File: src/rtl/acc_core.sv
module acc_core #(
  parameter int PC_W = 16,
  parameter logic [15:0] NOP_WORD = 16'h0200
) (
  input  logic            clk,
  input  logic            rst_n,
  output logic [PC_W-1:0] rom_addr,
  input  logic [15:0]     rom_data,
  output logic [15:0]     ram_addr,
  input  logic [7:0]      ram_rdata,
  output logic [7:0]      ram_wdata,
  output logic            ram_we
);
  localparam logic [7:0] OP_LDI  = 8'h00;
  localparam logic [7:0] OP_LDM  = 8'h01;
  localparam logic [7:0] OP_XORY = 8'h69;
  localparam logic [7:0] OP_XORZ = 8'h61;
  localparam logic [7:0] OP_DBL  = 8'h82;
  localparam logic [7:0] OP_STZ  = 8'hC2;
  localparam logic [7:0] OP_STY  = 8'hCA;
  localparam logic [7:0] OP_STPG = 8'hD6;
  localparam logic [7:0] OP_JMP  = 8'hFC;
  localparam logic [7:0] OP_JZ   = 8'hF0;
  localparam logic [7:0] OP_JNZ  = 8'hEC;

  logic [PC_W-1:0] pc;
  logic [15:0]     ir;
  logic [7:0]      ac, pg, ac_nx;
  logic [7:0]      op, arg;
  logic            taken;

  assign op  = ir[15:8];
  assign arg = ir[7:0];

  assign rom_addr  = pc;
  assign ram_addr  = (op == OP_XORY || op == OP_STY) ? {pg, arg} : {8'h00, arg};
  assign ram_wdata = ac;
  assign ram_we    = (op == OP_STZ) || (op == OP_STY) || (op == OP_STPG);

  assign taken = (op == OP_JMP) ||
                 (op == OP_JZ  && ac == 8'h00) ||
                 (op == OP_JNZ && ac != 8'h00);

  always_comb begin
    case (op)
      OP_LDI:           ac_nx = arg;
      OP_LDM:           ac_nx = ram_rdata;
      OP_XORY, OP_XORZ: ac_nx = ac ^ ram_rdata;
      OP_DBL:           ac_nx = ac + ac;
      default:          ac_nx = ac;
    endcase
  end

  always_ff @(posedge clk or negedge rst_n) begin
    if (!rst_n) begin
      pc <= '0;
      ir <= NOP_WORD;
      ac <= 8'h00;
      pg <= 8'h00;
    end else begin
      ir <= rom_data;
      pc <= taken ? {pc[PC_W-1:8], arg} : pc + 1'b1;
      ac <= ac_nx;
      if (op == OP_STPG) pg <= ac;
    end
  end
endmodule

File: config.mk
export PLATFORM = sky130hd
export DESIGN_NAME = acc_core
export DESIGN_NICKNAME = d
export VERILOG_FILES = /design/src/rtl/acc_core.sv
export SDC_FILE = /design/constraint.sdc
export NUM_CORES = 1
export LEC_CHECK = 0
export ABC_AREA = 1
export CELL_PAD_IN_SITES_DETAIL_PLACEMENT = 1
export CELL_PAD_IN_SITES_GLOBAL_PLACEMENT = 1
export CORE_MARGIN = 2
export CORE_UTILIZATION = 45
export CTS_CLUSTER_SIZE = 25
export DETAILED_ROUTE_END_ITERATION = 16
export DONT_BUFFER_PORTS = 1
export PLACE_DENSITY = 0.81
export SLEW_MARGIN = 0
export SYNTH_ARGS = -nofsm -noshare
export SYNTH_HDL_FRONTEND = slang
export SYNTH_SLANG_ARGS = --single-unit
File: constraint.sdc
create_clock -name clk -period 1.95 [get_ports clk]
set_clock_uncertainty 0.15 [all_clocks]
set_input_delay 0.0975 -clock clk [delete_from_list [all_inputs] [get_ports clk]]
set_output_delay 0.0975 -clock clk [all_outputs]
set_load 0.01 [all_outputs]
==> results of run 1 <==
==> through the flow <==
step	hold WS, ps	total power [W]	cell area (sq um)
after floorplan	-348.1	0.001814	2625
after global placement	-346.9	0.002024	2719
after detailed placement	-346.9	0.002064	2719
after CTS	5.572	0.002869	3108
after global routing	46.73	0.003040	3164
final	4.305	0.002849	3164
==> layer usage <==
layer	GRT usage	wire length (microns)	vias to the layer above	part of all wire
li1	-	-	1146	-
met1	0.2891	2934	1119	0.41
met2	0.4558	3763	59	0.53
met3	0.05843	377	5	0.053
met4	0.05424	49	0	0.0069
met5	0	0	-	0
==> worst paths after layout <==
path / startpoint / end / slack [ps]
max in group asynchronous: rst_n / ir[9] / 1240
max reg2reg: ir[10] / ram_wdata[3] / 220
min: ram_rdata[7] / ram_wdata[7] / 4
max: ir[12] / ram_addr[13] / 150
min in group asynchronous: rst_n / rom_addr[3] / 140
min reg2reg: pg[0] / pg[0] / 350
==> state kept, by name, indices dropped and copies added, names as in the netlist <==
signal and count:
ram_wdata 8, pg 8, ir 16, rom_addr 16
==> critical path, stage by stage, from the launching register on <==
cell,delay [ps]
dfrtp_1,460
inv_2,90
nand2_1,90
nor2_4,140
nand2_1,60
nand2_1,110
nand2_4,120
nor2_2,160
==> cells in the mapped netlist <==
library cell | number | share of area
nand2_1 | 112 | 0.16
nor2_1 | 58 | 0.083
dfrtp_1 | 47 | 0.45
inv_1 | 38 | 0.054
nand3_1 | 28 | 0.053
xor2_1 | 11 | 0.037
buf_4 | 10 | 0.029
a21oi_1 | 8 | 0.015
xnor2_1 | 8 | 0.027
nand4_1 | 5 | 0.012
o21ai_0 | 5 | 0.0095
nor3_1 | 4 | 0.0076
inv_2 | 3 | 0.0043
nor2_2 | 3 | 0.0072
o21ai_1 | 3 | 0.0057
nor2_4 | 2 | 0.0086
and2_1 | 1 | 0.0024
buf_6 | 1 | 0.0043
dfstp_2 | 1 | 0.010
ha_1 | 1 | 0.0048
nand2_2 | 1 | 0.0024
nand3_2 | 1 | 0.0038
nand3b_1 | 1 | 0.0029
nand4_2 | 1 | 0.0048
nor3_2 | 1 | 0.0038
==> timing repair <==
action	in CTS	in global routing
hold buffers	26	0
hold endpoints to repair	72	0
gates resized for setup	0	17
setup endpoints to repair	0	18
==> layout make-up <==
cell class,instances,share of cell area
clock buffer,5,0.02175
clock inverter,3,0.01344
inverter,41,0.04864
multi-input combinational,254,0.3915
sequential,48,0.3800
tap,72,0.02847
timing repair buffer,38,0.1163
==> cells by family (layout without fill, tap and decap cells) <==
family,Yosys count,count (layout)
XOR/XNOR,19,19
AO/OA/AOI/OAI,16,16
buffers and inverters,52,87
adder cells (fa/ha/maj),1,1
AND/OR/NAND/NOR,218,218
flip-flops,48,48
==> power by group <==
group | internal [W] | leakage, nW | switching [W] | total (W)
Combinational | 0.000309 | 0.898 | 0.000442 | 0.000751
Sequential | 0.00116 | 0.589 | 0.000202 | 0.00137
Clock | 0.000380 | 0.0541 | 0.000352 | 0.000732
==> layout by cell type, fill, tap and decap left out <==
master           n
ha_1             1
nand3_4          1
clkinv_2         1
and2_1           1
buf_4           12
dlygate4sd3_1   25
inv_2            3
nor2_2          10
clkinvlp_4       1
dfstp_2          1
nand4_2          1
nor3_2           2
o21ai_1          3
xnor2_1          8
buf_16           1
nand2_2          1
inv_1           38
o21ai_2          1
nor2_1          49
nand4_1          5
nand2_1        111
nand2_4          1
o21ai_0          4
nor2_4           4
nand3b_1         1
xor2_1          11
nand3_1         28
a21oi_1          8
dfrtp_1         47
clkbuf_8         5
nor3_1           3
bufinv_16        1
==> summary.md, run 1 <==
| Metric | Value |
|---|---|
| DP Wirelength | `5236 microns` |
| Share of layout cells above drive strength 1 | `0.1183` |
| Die area | `between 6000 and 7000 sq um` |
| DRC viols | `0` |
| DR pass1 iterations | `4` |
| Total routed wirelength | `7124 microns` |
| Synth Area in XOR/XNOR | `0.06339` |
| H-tree level count | `2` |
| Clock sink total | `between 40 and 50` |
| Post-Place Setup Slack | `~110 ps` |
| Compound-Gate Fraction of Synth Area | `0.03051` |
| Leak | `about 1.5 nW` |
| TritonCTS clock tree | `built` |
| Adder-Cell Fraction of Synth Area | `0.004766` |
| Starting DRC count in detailed routing | `slightly below 90` |
| Detailed-route via count | `about 2,300` |
| Vias per cell | `just over 5` |
| Max FO, Critical Path | `8` |
| Chip height | `about 80 microns` |
| CP arrival | `approximately 1600 ps` |
| CTS root buffer | `clkbuf_8` |
| Largest net degree at the start of global routing | `49` |
| Port Buf Inserts | `0` |
| Dpl cells | `roughly 430` |
| Final TNS setup | `0 ps` |
| CP endpoint kind | `output pin` |
| Endpoints failing setup | `0` |
| Achievable Freq | `between 500 and 600 MHz` |
| Clock buffer depth | `2` |
| Final min period | `1797 ps` |
| Area Growth Syn to Fin | `20.54%` |
| Pwr/cell area | `around 900 nW/um^2` |
| Final Max Tran Viols | `0` |
| Initial antenna violation count | `0` |
| Tightest Hold Check Type | `input port to flop` |
| Mapped Cells | `about 350` |
| Largest family of logic cells by synthesized area | `simple AND/OR/NAND/NOR gates` |
| Netlist cell types | `25` |
| Mux share of post-synthesis cell area | `0` |
| # IOs | `67` |
| Outcome | `finished, final reports clean` |
| Starting density of the core | `0.4709` |
| Chip width | `around 80 microns` |
| Number of global-route vias before repair | `2,543` |
| Unrepaired setup endpoints after global routing | `false` |
| Worst hold path cell count | `5` |
| Final setup margin | `approximately 150 ps` |
| Final core utilization | `0.5677` |
| Clk pin slew, worst setup/hold paths | `roughly 100 ps` |
| Multi-input logic area | `about 1200 sq um` |
| RD Place Congestion | `roughly 0.86` |
| Syn avg cell area | `7.415 sq um` |
| First-pass GRT wire length | `12,230 microns` |
| Antenna Nets Post-Route | `0` |
| Nets | `roughly 420` |
| CP Class | `flop to output pin` |
| Startpoint Class | `flop` |
| Seq/Total Area, Yosys | `0.4581` |
| Worst EP required | `roughly 1700 ps` |
| Core area | `approximately 5600 sq um` |
| Hold Fails Final Rpt | `0` |
| Worst vdd ir | `388.4 uV` |
| Synth warn | `0` |
| Post-CTS Setup Bufs | `0` |
| Worst-Skew Late Latency | `310 ps` |
| Normalized max-slew margin | `0.7909` |
| Grt ovf | `0` |
| CTS buffer count | `5` |
| Syn nets | `about 380` |
| Slew @ Worst Pin | `between 300 and 400 ps` |
| Max-cap check violation count | `0` |
| Worst r2r path cells | `7` |
| All-Layer GR Usage | `0.2471` |
| Fillers | `approximately 720` |
| Antenna cells | `0` |
| Post-Layout Cell Count | `between 400 and 500` |
| Netlist Area Pre-Place | `2625 sq um` |
| Simple-gate share of the synthesized area | `0.3518` |
| FF/Latch Area | `about 1200 sq um` |
| #FFs+latches synth | `48` |
| Part of the cycle the worst path needs | `0.9215` |
| Rows | `27` |
| Wire per inst | `15.45 microns` |
Note: power is estimated with default switching activity, not from simulation.
==> run 2, diff against run 1 <==
--- a/config.mk
+++ b/config.mk
@@ -5,15 +5,14 @@
 export SDC_FILE = /design/constraint.sdc
 export NUM_CORES = 1
 export LEC_CHECK = 0
-export ABC_AREA = 1
 export CELL_PAD_IN_SITES_DETAIL_PLACEMENT = 1
 export CELL_PAD_IN_SITES_GLOBAL_PLACEMENT = 1
 export CORE_MARGIN = 2
-export CORE_UTILIZATION = 45
+export CORE_UTILIZATION = 48
 export CTS_CLUSTER_SIZE = 25
 export DETAILED_ROUTE_END_ITERATION = 16
 export DONT_BUFFER_PORTS = 1
-export PLACE_DENSITY = 0.81
+export PLACE_DENSITY = 0.8
 export SLEW_MARGIN = 0
 export SYNTH_ARGS = -nofsm -noshare
 export SYNTH_HDL_FRONTEND = slang
==> summary.md, run 2 <==
| Metric | Value |
|---|---|
| CP endpoint kind | `flop` |
| All-Layer GR Usage | `0.2391 (-0.008078)` |
| CP Class | `flop to flop` |
| CTS buffer count | `5 (unchanged)` |
| Placed inst area | `2386 sq um (-12%)` |
| Chip height | `73.05 microns (-9.1%)` |
| Worst vdd ir | `649.9 uV (+67%)` |
| Hold Fails Final Rpt | `0 (unchanged)` |
| Number of global-route vias before repair | `1,910 (-25%)` |
| Area Growth Syn to Fin | `23.29%` |
| Total routed wirelength | `5958 microns (-16%)` |
| Share of layout cells above drive strength 1 | `0.2353 (+0.1170)` |
| Nets | `264 (-36%)` |
| Vias per cell | `5.839 (+16%)` |
| Total power | `0.002792 W (-2.0%)` |
| Biggest area consumer among synthesized cells | `dfrtp_1` |
| Wire per inst | `20.40 microns (+32%)` |
| Netlist cell types | `37 (+48%)` |
| Largest net degree at the start of global routing | `49 (unchanged)` |
| Final setup margin | `-26.47 ps (-179.5 ps)` |
| Achievable Freq | `506.0 MHz (-9.1%)` |
| Endpoints failing setup | `1 (+1)` |
| Worst EP required | `1990 ps (+290 ps)` |
| Netlist Area Pre-Place | `2288 sq um (-13%)` |
| Leak | `1.263 nW (-18%)` |
| RD Place Congestion | `0.8508 (-0.56%)` |
| Synth Flop Type | `dfrtp_1` |
| Most frequent cells in the layout | `dfrtp_1 (47), dlygate4sd3_1 (24), buf_4 (16)` |
| DR pass1 iterations | `4 (unchanged)` |
| Detailed-route via count | `1,705 (-27%)` |
| Outcome | `finished with violations` |
| Chip width | `73.05 microns (-9.1%)` |
| Port Buf Inserts | `0 (unchanged)` |
| Tightest Hold Check Type | `input port to flop` |
| Syn nets | `229 (-40%)` |
| Count leader, synth | `dfrtp_1` |
| Final core utilization | `0.6054 (+0.03769)` |
| Max-cap check violation count | `0 (unchanged)` |
| Unrepaired setup endpoints after global routing | `true` |
| Violated checks | `setup timing` |
| Slew @ Worst Pin | `484.9 ps (+172.4 ps)` |
| Final Max Tran Viols | `0 (unchanged)` |
| # IOs | `67 (unchanged)` |
| Pwr/cell area | `989.4 nW/um^2 (+9.9%)` |
| CP arrival | `2010 ps (+460 ps)` |
| Final TNS setup | `-26.47 ps (-26.47 ps)` |
| Fillers | `492 (-31%)` |
| Antenna cells | `0 (unchanged)` |
| Fin area | `2821 sq um (-11%)` |
| FF/Latch Area | `1202 sq um (unchanged)` |
| Clock buffer depth | `2 (unchanged)` |
| Normalized max-slew margin | `0.6768 (-0.1142)` |
| Antenna Nets Post-Route | `0 (unchanged)` |
| Mapped Cells | `202 (-43%)` |
| Starting DRC count in detailed routing | `97 (+9.0%)` |
| DRC viols | `0 (unchanged)` |
| Ranking of synthesized cells by area | `dfrtp_1 (51%), xnor2_1 (4.6%), mux2_2 (4.4%), xor2_1 (3.8%), mux2i_1 (3.5%)` |
| CTS root buffer | `clkbuf_8` |
| TritonCTS clock tree | `built` |
| Share of the synthesized area in the top cell type | `0.5139 (+0.06590)` |
| Commonest non-fill, non-tap cell in the layout | `dfrtp_1` |
| Multi-input logic area | `1039 sq um (-16%)` |
| H-tree level count | `2 (unchanged)` |
| Rows | `25 (-7.4%)` |
| Commonest cells post-synth | `dfrtp_1 (47), nand2_1 (12), nor2_1 (12), xnor2_1 (12), xor2_1 (10)` |
| #FFs+latches synth | `48 (unchanged)` |
| Clk pin slew, worst setup/hold paths | `90 ps (about the same)` |
| Grt ovf | `0 (unchanged)` |
| Final min period | `1976 ps (+179.5 ps)` |
| Worst-Skew Late Latency | `300 ps (about the same)` |
| Async SR Flop Fraction | `1.000 (unchanged)` |
| DP Wirelength | `4200 microns (-20%)` |
| Synth warn | `0 (unchanged)` |
| Starting density of the core | `0.4910 (+0.02008)` |
| Clock sink total | `48 (unchanged)` |
| Core area | `4661 sq um (-16%)` |
| First-pass GRT wire length | `9535 microns (-22%)` |
| Max FO, Critical Path | `9 (+1)` |
| Initial antenna violation count | `0 (unchanged)` |
| Startpoint Class | `flop` |
| Die area | `5336 sq um (-17%)` |
| Syn avg cell area | `11.33 sq um (+53%)` |
| Part of the cycle the worst path needs | `1.014 (+0.09203)` |
| Post-synth EDFFs | `0 (unchanged)` |
| Seq/Total Area, Yosys | `0.5254 (+0.06737)` |
## run 2: cell types whose count changed after synthesis, sizes merged, moves of 6 or more
| cell | previous run | this run |
|---|---|---|
| inv | 41 | 4 |
| o221ai | 0 | 7 |
| nor2 | 63 | 13 |
| mux2i | 0 | 8 |
| and3 | 0 | 7 |
| and2 | 1 | 9 |
| nand3 | 29 | 9 |
| o21ai | 8 | 2 |
| mux2 | 0 | 9 |
| a22oi | 0 | 8 |
| nand2 | 113 | 12 |
## run 2: path summary, 6_finish.rpt
| kind | start | end | slack (ps) | depth (start not counted) |
|---|---|---|---|---|
| min reg2reg | pg[3] | pg[3] | 370 | 1 |
| min in group asynchronous | rst_n | pg[7] | 140 | 2 |
| max in group asynchronous | rst_n | ir[9] | 1250 | 2 |
| min | ram_rdata[7] | ram_wdata[7] | 10 | 3 |
| max reg2reg | ir[9] | ram_wdata[0] | -30 | 7 |
| max | ir[9] | ram_wdata[0] | -30 | 7 |
## run 2: final cells by class
cell class,instances,share of cell area
inverters,4,0.005322
clock buffers,8,0.03193
multi-input cells,136,0.3681
repair buffers,42,0.1446
well taps,54,0.02395
flip-flops and latches,48,0.4262
## run 2: critical path, cell delays in order (launching register included)
cell and delay (ps):
dfstp_2 390, buf_4 130, nor3b_4 190, buf_4 140
o21ai_0 100, a21oi_2 430, o22ai_1 170, o31a_1 150
## run 2: per-stage QoR
step                setup WS, ps  std cells  hold slack [ps]
finish                    -26.47        292            12.28
global route              -142.2        292            49.06
CTS                        9.229        290            8.199
detailed placement        -4.413        257           -346.9
global placement           58.77        257           -347.0
floorplan                  209.6        202           -348.1
## run 2: metal layers
layer  track usage  share of wire  vias up
met5             0              0        -
met4       0.09671          0.014        0
met3       0.07597          0.067       12
met2        0.3884           0.50       67
met1        0.2943           0.42      847
li1              -              -      779
## run 2: where the power goes
group	total [W]	leakage (nW)	internal, W	switching, W
sequential	0.00144	0.590	0.00117	0.000270
combinational	0.000738	0.628	0.000364	0.000374
clock	0.000611	0.0455	0.000290	0.000322
## run 2: what timing repair did
item / CTS / global route
hold buffers: 25 / 0
gates resized for setup: 4 / 13
setup endpoints to repair: 10 / 25
hold endpoints to repair: 71 / 0
buffers inserted: 0 / 2
pin swaps: 0 / 10
## run 2: cells by family after synthesis
kind of cell,Yosys count,share of synthesized area
muxes,17,0.07928
and+or+nand+nor,67,0.1678
xor gates and xnor gates,22,0.08420
adders and majority gates,1,0.005467
DFF,48,0.5254
buffers and inverters,18,0.04811
AOI/OAI and AO/OA,29,0.08967
==> run 3, diff against run 2 <==
--- a/config.mk
+++ b/config.mk
@@ -13,6 +13,7 @@
 export DETAILED_ROUTE_END_ITERATION = 16
 export DONT_BUFFER_PORTS = 1
 export PLACE_DENSITY = 0.8
+export REMOVE_ABC_BUFFERS = 1
 export SLEW_MARGIN = 0
 export SYNTH_ARGS = -nofsm -noshare
 export SYNTH_HDL_FRONTEND = slang
==> summary.md, run 3 (synthesis results as in run 2) <==
| Metric | Value |
|---|---|
| Final min period | `1952 ps (-24.65 ps)` |
| TritonCTS clock tree | `built` |
| Rows | `25 (unchanged)` |
| R2r setup slk | `-2 ps (+20 ps)` |
| Chip width | `73.05 microns (unchanged)` |
| Commonest non-fill, non-tap cell in the layout | `dfrtp_1` |
| Worst r2r dst | `rom_addr[4]` |
| Vias per cell | `6.095 (+4.4%)` |
| Final core utilization | `0.6207 (+0.01530)` |
| DR pass1 iterations | `4 (unchanged)` |
| Worst r2r path cells | `6 (-1)` |
| Nets | `266 (+0.76%)` |
| Startpoint Class | `flop` |
| Worst EP required | `1700 ps (-290 ps)` |
| Final Max Tran Viols | `0 (unchanged)` |
| Wire per inst | `23.53 microns (+15%)` |
| CP endpoint kind | `output pin` |
| Total routed wirelength | `6918 microns (+16%)` |
| Antenna Nets Post-Route | `0 (unchanged)` |
| CP arrival | `1700 ps (-310 ps)` |
| Sink of the worst hold path | `ram_wdata[1]` |
| Clock buffer depth | `2 (unchanged)` |
| Starting DRC count in detailed routing | `72 (-26%)` |
| First-pass GRT wire length | `10,390 microns (+9.0%)` |
| Unrepaired setup endpoints after global routing | `true` |
| # IOs | `67 (unchanged)` |
| Hold Fails Final Rpt | `0 (unchanged)` |
| Fin area | `2893 sq um (+2.5%)` |
| Worst vdd ir | `640.8 uV (-1.4%)` |
| RD Place Congestion | `0.8321 (-2.2%)` |
| Largest net degree at the start of global routing | `49 (unchanged)` |
| CTS buffer count | `5 (unchanged)` |
| Area Growth Syn to Fin | `26.41%` |
| Fillers | `477 (-3.0%)` |
| Achievable Freq | `512.3 MHz (+1.3%)` |
| Number of global-route vias before repair | `2,026 (+6.1%)` |
| Final TNS setup | `-1.823 ps (+24.65 ps)` |
| Initial antenna violation count | `0 (unchanged)` |
| Max FO, Critical Path | `8 (-1)` |
| Normalized max-slew margin | `0.7173 (+0.04055)` |
| Share of layout cells above drive strength 1 | `0.2500 (+0.01471)` |
| CP Class | `flop to output pin` |
| Total power | `0.002837 W (+1.6%)` |
| Die area | `5336 sq um (unchanged)` |
| All-Layer GR Usage | `0.2617 (+0.02261)` |
| Leak | `1.286 nW (+1.8%)` |
| Endpoints failing setup | `1 (unchanged)` |
| DRC viols | `0 (unchanged)` |
| Part of the cycle the worst path needs | `1.001 (-0.01264)` |
| Max-cap check violation count | `0 (unchanged)` |
| H-tree level count | `2 (unchanged)` |
| Antenna cells | `0 (unchanged)` |
| Violated checks | `setup timing` |
| Worst r2r src | `ram_wdata[0]` |
| Pwr/cell area | `980.6 nW/um^2 (-0.89%)` |
| Worst-Skew Late Latency | `300 ps (about the same)` |
| Grt ovf | `0 (unchanged)` |
| Final setup margin | `-1.823 ps (+24.65 ps)` |
| DP Wirelength | `4230 microns (+0.71%)` |
| Clock sink total | `48 (unchanged)` |
| Outcome | `finished with violations` |
| Starting density of the core | `0.4910 (unchanged)` |
| Detailed-route via count | `1,792 (+5.1%)` |
| Most frequent cells in the layout | `dfrtp_1 (47), dlygate4sd3_1 (24), buf_4 (17)` |
| Hold Startpoint | `ram_rdata[1]` |
| Tightest Hold Check Type | `input port to flop` |
| Worst hold path cell count | `3 (unchanged)` |
| Chip height | `73.05 microns (unchanged)` |
| Slew @ Worst Pin | `424.0 ps (-60.83 ps)` |
| Core area | `4661 sq um (unchanged)` |
| Port Buf Inserts | `0 (unchanged)` |
| Clk pin slew, worst setup/hold paths | `90 ps (about the same)` |
| CTS root buffer | `clkbuf_8` |
| Placed inst area | `2379 sq um (-0.31%)` |
run 3: cell count changes in the layout (fill, tap and decap cells not counted), sizes merged:
cell    change
clkbuf      +1
buf         +1
run 3: what timing repair did:
item | 4_1_cts | 5_1_grt
pin swaps | 11 | 3
setup buffers | 1 | 3
hold buffers | 25 | 0
cloned | 0 | 1
endpoints found under the hold margin | 71 | 0
setup endpoints to repair | 12 | 31
gates resized for setup | 14 | 9
run 3: area by class of cell:
cell class | instances | area, sq um | area share
clock buffers | 8 | 90.09 | 0.03114
flip-flops and latches | 48 | 1202 | 0.4157
multi-input cells | 136 | 1077 | 0.3724
inverters | 4 | 15.01 | 0.005190
well taps | 54 | 67.56 | 0.02336
repair buffers | 44 | 440.4 | 0.1522
run 3: worst max-delay path: stages (launching register included):
cell     delay, ps
dfstp_2        600
and3b_2        240
mux2i_1        100
nor3_2         130
buf_4          170
and2_4         160
run 3: worst max path at each step:
stage / from / end / depth (start not counted)
floorplan: ir[13] / ram_wdata[0] / 5
global placement: ram_wdata[5] / rom_addr[1] / 5
detailed placement: ir[9] / pg[1] / 4
CTS: ir[9] / ram_addr[12] / 5
global route: ir[15] / ram_addr[9] / 5
finish: ir[9] / ram_addr[12] / 5
run 3: metal layers:
metal | up-vias | GRT usage | part of all wire
met4 | 0 | 0.1296 | 0.023
li1 | 779 | - | -
met1 | 908 | 0.2982 | 0.37
met5 | - | 0 | 0
met2 | 91 | 0.4515 | 0.52
met3 | 14 | 0.06768 | 0.077
run 3: per-stage QoR:
step           instances  hold WS (ps)  worst slack, ps
3_5_place_dp         256        -346.9           -7.735
4_1_cts              290         8.803           -55.39
6_report             294         16.03           -1.823
3_3_place_gp         256        -347.0            112.5
2_1_floorplan        188        -348.1           -147.1
5_1_grt              294         17.28           -81.37
run 3: report_power, final:
| part | switching [W] | total [W] | internal [W] | leakage, nW |
|---|---|---|---|---|
| clock | 0.000326 | 0.000616 | 0.000290 | 0.0455 |
| sequential | 0.000286 | 0.00146 | 0.00117 | 0.590 |
| combinational | 0.000400 | 0.000763 | 0.000363 | 0.651 |
